<file path="src/rtl/lrf_pkg.sv">
package lrf_pkg;

    typedef enum logic [1:0] {
        VIEW_WORD = 2'b00,
        VIEW_HALF = 2'b01,
        VIEW_BLO  = 2'b10,
        VIEW_BHI  = 2'b11
    } view_e;

endpackage

</file>
<file path="src/rtl/lrf_merge.sv">
module lrf_merge
    import lrf_pkg::*;
#(
    parameter int XLEN   = 32,
    parameter int HALF_W = 16,
    parameter int BYTE_W = 8
) (
    input  logic [XLEN-1:0] old_val,
    input  logic [XLEN-1:0] wr_val,
    input  logic [1:0]      sel,
    input  logic            hi_ok,
    output logic [XLEN-1:0] new_val,
    output logic            legal
);

    localparam int HI_LSB = BYTE_W;
    localparam int HI_MSB = 2 * BYTE_W - 1;

    always_comb begin
        new_val = old_val;
        legal   = 1'b1;
        case (view_e'(sel))
            VIEW_WORD: new_val = wr_val;
            VIEW_HALF: new_val[HALF_W-1:0] = wr_val[HALF_W-1:0];
            VIEW_BLO:  new_val[BYTE_W-1:0] = wr_val[BYTE_W-1:0];
            VIEW_BHI: begin
                if (hi_ok) new_val[HI_MSB:HI_LSB] = wr_val[BYTE_W-1:0];
                else       legal = 1'b0;
            end
            default: legal = 1'b0;
        endcase
    end

endmodule

</file>
<file path="src/rtl/lrf_view.sv">
module lrf_view
    import lrf_pkg::*;
#(
    parameter int XLEN   = 32,
    parameter int HALF_W = 16,
    parameter int BYTE_W = 8
) (
    input  logic [XLEN-1:0] reg_val,
    input  logic [1:0]      sel,
    input  logic            hi_ok,
    output logic [XLEN-1:0] data
);

    localparam int HI_LSB = BYTE_W;
    localparam int HI_MSB = 2 * BYTE_W - 1;

    always_comb begin
        data = '0;
        case (view_e'(sel))
            VIEW_WORD: data = reg_val;
            VIEW_HALF: data[HALF_W-1:0] = reg_val[HALF_W-1:0];
            VIEW_BLO:  data[BYTE_W-1:0] = reg_val[BYTE_W-1:0];
            VIEW_BHI:  if (hi_ok) data[BYTE_W-1:0] = reg_val[HI_MSB:HI_LSB];
            default:   data = '0;
        endcase
    end

    AST_NARROW_ZEXT: assert final ((view_e'(sel) == VIEW_WORD) || (view_e'(sel) == VIEW_HALF)
                                   || (data[XLEN-1:BYTE_W] == '0));

endmodule

</file>
<file path="src/rtl/lane_regfile.sv">
module lane_regfile
    import lrf_pkg::*;
#(
    parameter int XLEN          = 32,
    parameter int NUM_REGS      = 8,
    parameter int NUM_BYTE_REGS = 4
) (
    input  logic                        clk,
    input  logic                        rst,
    input  logic                        wr_en,
    input  logic [$clog2(NUM_REGS)-1:0] wr_idx,
    input  logic [1:0]                  wr_sel,
    input  logic [XLEN-1:0]             wr_data,
    output logic                        wr_illegal,
    input  logic [$clog2(NUM_REGS)-1:0] rd0_idx,
    input  logic [1:0]                  rd0_sel,
    output logic [XLEN-1:0]             rd0_data,
    input  logic [$clog2(NUM_REGS)-1:0] rd1_idx,
    input  logic [1:0]                  rd1_sel,
    output logic [XLEN-1:0]             rd1_data
);

    localparam int IDX_W  = $clog2(NUM_REGS);
    localparam int NUM_RD = 2;
    localparam int HALF_W = 16;
    localparam int BYTE_W = 8;

    typedef struct packed {
        logic [NUM_REGS-1:0][XLEN-1:0] regs;
    } rf_state_t;

    rf_state_t st_d, st_q;

    logic [XLEN-1:0] wr_merged;
    logic            wr_legal;
    logic            wr_hi_ok;

    assign wr_hi_ok = (int'(wr_idx) < NUM_BYTE_REGS);

    lrf_merge #(
        .XLEN   (XLEN),
        .HALF_W (HALF_W),
        .BYTE_W (BYTE_W)
    ) u_merge (
        .old_val (st_q.regs[wr_idx]),
        .wr_val  (wr_data),
        .sel     (wr_sel),
        .hi_ok   (wr_hi_ok),
        .new_val (wr_merged),
        .legal   (wr_legal)
    );

    always_comb begin
        st_d = st_q;
        if (wr_en && wr_legal) st_d.regs[wr_idx] = wr_merged;
    end

    always_ff @(posedge clk) begin
        if (rst) st_q <= '0;
        else     st_q <= st_d;
    end

    assign wr_illegal = wr_en && !wr_legal;

    logic [NUM_RD-1:0][IDX_W-1:0] rd_idx;
    logic [NUM_RD-1:0][1:0]       rd_sel;
    logic [NUM_RD-1:0][XLEN-1:0]  rd_data;

    assign rd_idx[0] = rd0_idx;
    assign rd_idx[1] = rd1_idx;
    assign rd_sel[0] = rd0_sel;
    assign rd_sel[1] = rd1_sel;
    assign rd0_data  = rd_data[0];
    assign rd1_data  = rd_data[1];

    for (genvar p = 0; p < NUM_RD; p++) begin : g_rd
        logic hi_ok;
        assign hi_ok = (int'(rd_idx[p]) < NUM_BYTE_REGS);
        lrf_view #(
            .XLEN   (XLEN),
            .HALF_W (HALF_W),
            .BYTE_W (BYTE_W)
        ) u_view (
            .reg_val (st_q.regs[rd_idx[p]]),
            .sel     (rd_sel[p]),
            .hi_ok   (hi_ok),
            .data    (rd_data[p])
        );
    end

    AST_RESET_CLEARS: assert property (@(posedge clk) disable iff (rst)
        $fell(rst) |-> (st_q.regs == '0));

    AST_UPPER_KEPT: assert property (@(posedge clk) disable iff (rst)
        (wr_en && view_e'(wr_sel) != VIEW_WORD)
        |=> (st_q.regs[$past(wr_idx)][XLEN-1:HALF_W] == $past(st_q.regs[wr_idx][XLEN-1:HALF_W])));

    AST_HIBYTE_KEEPS_LOW: assert property (@(posedge clk) disable iff (rst)
        (wr_en && view_e'(wr_sel) == VIEW_BHI && !wr_illegal)
        |=> (st_q.regs[$past(wr_idx)][BYTE_W-1:0] == $past(st_q.regs[wr_idx][BYTE_W-1:0])));

    AST_ILLEGAL_IGNORED: assert property (@(posedge clk) disable iff (rst)
        wr_illegal |=> $stable(st_q.regs));

    AST_ILLEGAL_ONLY_HI: assert property (@(posedge clk) disable iff (rst)
        wr_illegal |-> (view_e'(wr_sel) == VIEW_BHI && int'(wr_idx) >= NUM_BYTE_REGS));

    AST_BYTE_KEEPS_HALF_TOP: assert property (@(posedge clk) disable iff (rst)
        (wr_en && view_e'(wr_sel) == VIEW_BLO)
        |=> (st_q.regs[$past(wr_idx)][XLEN-1:BYTE_W] == $past(st_q.regs[wr_idx][XLEN-1:BYTE_W])));

endmodule

</file>
<file path="config.mk">
export PLATFORM = sky130hd
export DESIGN_NAME = lane_regfile
export DESIGN_NICKNAME = d
export VERILOG_FILES = /design/src/rtl/lrf_pkg.sv /design/src/rtl/lrf_merge.sv /design/src/rtl/lrf_view.sv /design/src/rtl/lane_regfile.sv
export SDC_FILE = /design/constraint.sdc
export NUM_CORES = 1
export LEC_CHECK = 0
export BUFFER_PORTS_ARGS = -buffer_cell sky130_fd_sc_hd__clkbuf_2
export CAP_MARGIN = 20
export CORE_MARGIN = 3
export CORE_UTILIZATION = 65
export CTS_CLUSTER_SIZE = 25
export DETAILED_ROUTE_END_ITERATION = 7
export PLACE_DENSITY = 0.82
export SYNTH_ARGS = -nofsm -noshare
export SYNTH_HDL_FRONTEND = slang
export SYNTH_SLANG_ARGS = --single-unit
</file>
<file path="constraint.sdc">
create_clock -name clk -period 4.5 [get_ports clk]
set_clock_uncertainty 0.05 [all_clocks]
set_input_delay 0.9 -clock clk [delete_from_list [all_inputs] [get_ports clk]]
set_output_delay 0.9 -clock clk [all_outputs]
set_load 0.005 [all_outputs]
</file>
==> run summary <==
Global-route wire length before repair: 87500 um
Clk buf depth: 3
Final ANT Viol Nets: 0
H-tree Lvls: 1
Die Height: 164 um
WL/cell: 27.4 um
Via count: 15919
Top-count cell post-synth: dfxtp_1
First-pass DRT Iterations: 8
Crit path top cell by count: buf_4
Critical path cell sequence: buf_4, buf_4, mux4_2, mux2i_1, nor2_1, clkbuf_2
Synthesis-to-finish area growth: 10.6%
Input/output buffers: 114
Hold Crit Class: reg2reg
FF+latch count, synth: 256
Peak supply drop: 0.000386 V
Vias/cell: 7.61
Inst Count DP: 2041
Post-synthesis instance total: 1717
Leak: 0.00643 uW
Clk_lat worst skew: 560 ps
Final hold vios: 0
Critical path's largest stage delay: 540 ps
Syn Area/Cell: 9.49 um^2
Maximum number of pins on one net before global-route repair: 158
Fmax: 270 MHz
Crit path max fanout: 34
PwrDens: 306 nW/um^2
Post-CTS Setup Bufs: 0
Synthesized Nets: 1767
Num CTS Buffers: 28
Initial antenna violation count: 0
Yosys warns: 0
Gr ovfl total: 0
Core Area: 24500 um^2
Post-synth EDFFs: 0
Max FFs per register: 256
Antenna diodes: 0
Dpl hpwl: 37100 um
Worst path required time: 3550 ps
Cell Rows: 57
Data arrival time of the critical path: 2750 ps
Die Wd: 164 um
Unrepaired setup endpoints after global routing: no
CTS Sinks: 256
Distinct cells, synth: 63
Largest Register: st_q
Worst slew pin tran: 1150 ps
Synth top cells by count: 256 x dfxtp_1, 157 x nand2_1, 148 x nor2_1, 133 x mux4_2, 131 x a21oi_1
Violated checks: DRC
Tmin final: 3700 ps
Startpoint Class: primary input
Nets: 1797
Largest regs: st_q x256
Fraction of layout cells with a size suffix above 1: 0.250
Post-CTS sizing: 0
# IOs: 115
Die area: 27000 um^2
Final non-filler cell total: 2091
Post-synth top area cell: dfxtp_1
Crit Path Class: in2out
First DRT Iteration DRCs: 2811
Max Cap Viol: 0
Critical path's slowest cell: buf_4
Share of the synthesized area in the top cell type: 0.315
CTS tree: done
Max transition margin: 0.234
Setup TNS: 0 ps
Crit path buf inv count: 3
Sequential share of the synthesized area: 0.315
Final Setup Violations: 0
# hold bufs at CTS: 0
Period utilization: 0.823
Largest cells by area after synthesis: dfxtp_1 31%, mux4_2 18%, mux2i_1 5.8%
Drc violations: 3
Worst setup EP type: output port
Power Total: 5520 uW
Mapped Area: 16300 um^2
Top_reg_cell synth: dfxtp_1
CTS root buffer: clkbuf_16
Starting Density: 0.666
Detailed-route wire length: 57300 um
Gpl congestion: 0.964
Max Slew Vio Count: 0
Top delay family on crit path: buffers and inverters
Async set-reset flop share out of synthesis: 0
GR Util All Layers: 0.418
Vias in the first global route: 15431
Clk slew on worst S/H paths: 60 ps
Status: complete, but fails checks
cell type report:
cell class	instances	area, um^2
flip-flops and latches	256	5120
repair buffers	180	1180
clock inverters	12	138
fillers	1727	6440
inverters	6	22.5
clock buffers	38	830
well taps	324	405
multi-input cells	1275	10300
path summary, 6_finish.rpt:
kind,start,end,slack (ps),cells past startpoint
worst max-delay path,rd1_idx[1],rd1_data[23],800,6
worst min-delay path,st_q[38],st_q[38],440,2
worst max register to register,st_q[138],st_q[170],2520,4
worst min register to register,st_q[38],st_q[38],440,2
cells by family after synthesis:
family | Yosys count | synth area share
AO/OA/AOI/OAI | 416 | 0.175
buffers and inverters | 186 | 0.0537
multiplexers | 273 | 0.273
AND/OR/NAND/NOR | 586 | 0.184
flip-flops | 256 | 0.315
metrics by stage:
stage | setup slack (ps) | util | cell area (um^2) | hold slack, ps
floorplan | 1320 | - | 16300 | 401
global placement | 900 | 0.696 | 17000 | 414
detailed placement | 840 | 0.697 | 17100 | 422
CTS | 837 | 0.737 | 18000 | 431
global route | 732 | 0.737 | 18000 | 458
finish | 796 | 0.737 | 18000 | 436
power by group:
part | leakage (uW) | internal (uW) | switching [uW]
clock | 0.000484 | 1450 | 994
sequential | 0.00207 | 2300 | 37.8
combinational | 0.00388 | 247 | 486
per-layer routing:
layer  up-vias  wire (um)  GRT usage
met5         -          0          0
met1      7483      19700      0.535
met3       363       8490      0.118
met4         0       4270      0.270
li1       6663          -          -
met2      1410      24900      0.622
layout by cell type, fill, tap and decap left out, types with 4 or more instances in the layout:
master	synthesis	routed
and3_1	4	4
and2_1	7	7
buf_12	0	7
buf_4	15	65
mux4_2	133	133
a21oi_1	131	131
a21oi_2	9	9
nand3_2	1	4
or3_1	18	17
o211ai_1	4	4
clkbuf_2	0	107
o41ai_1	82	82
clkbuf_8	0	8
o21ai_0	60	60
clkinv_2	0	8
nand2b_1	7	7
inv_1	5	5
a211oi_1	23	23
o31ai_1	24	24
nor2b_1	8	8
and3b_1	5	5
clkbuf_16	0	29
a32oi_1	4	4
dfxtp_1	256	256
a221oi_1	8	8
nand3_1	92	89
a222oi_1	4	4
o311ai_2	4	4
nand2_1	157	155
o21ai_1	4	4
mux2_2	46	46
nand3b_1	122	122
nor2_1	148	148
a22oi_1	36	36
mux2i_1	94	94
worst reg2reg max path: stages, from the launching register on:
cell	delay [ps]
dfxtp_1	340
mux2_2	290
a221o_1	300
a221oi_2	640
o41ai_1	200
Note: power is estimated with default switching activity, not from simulation.
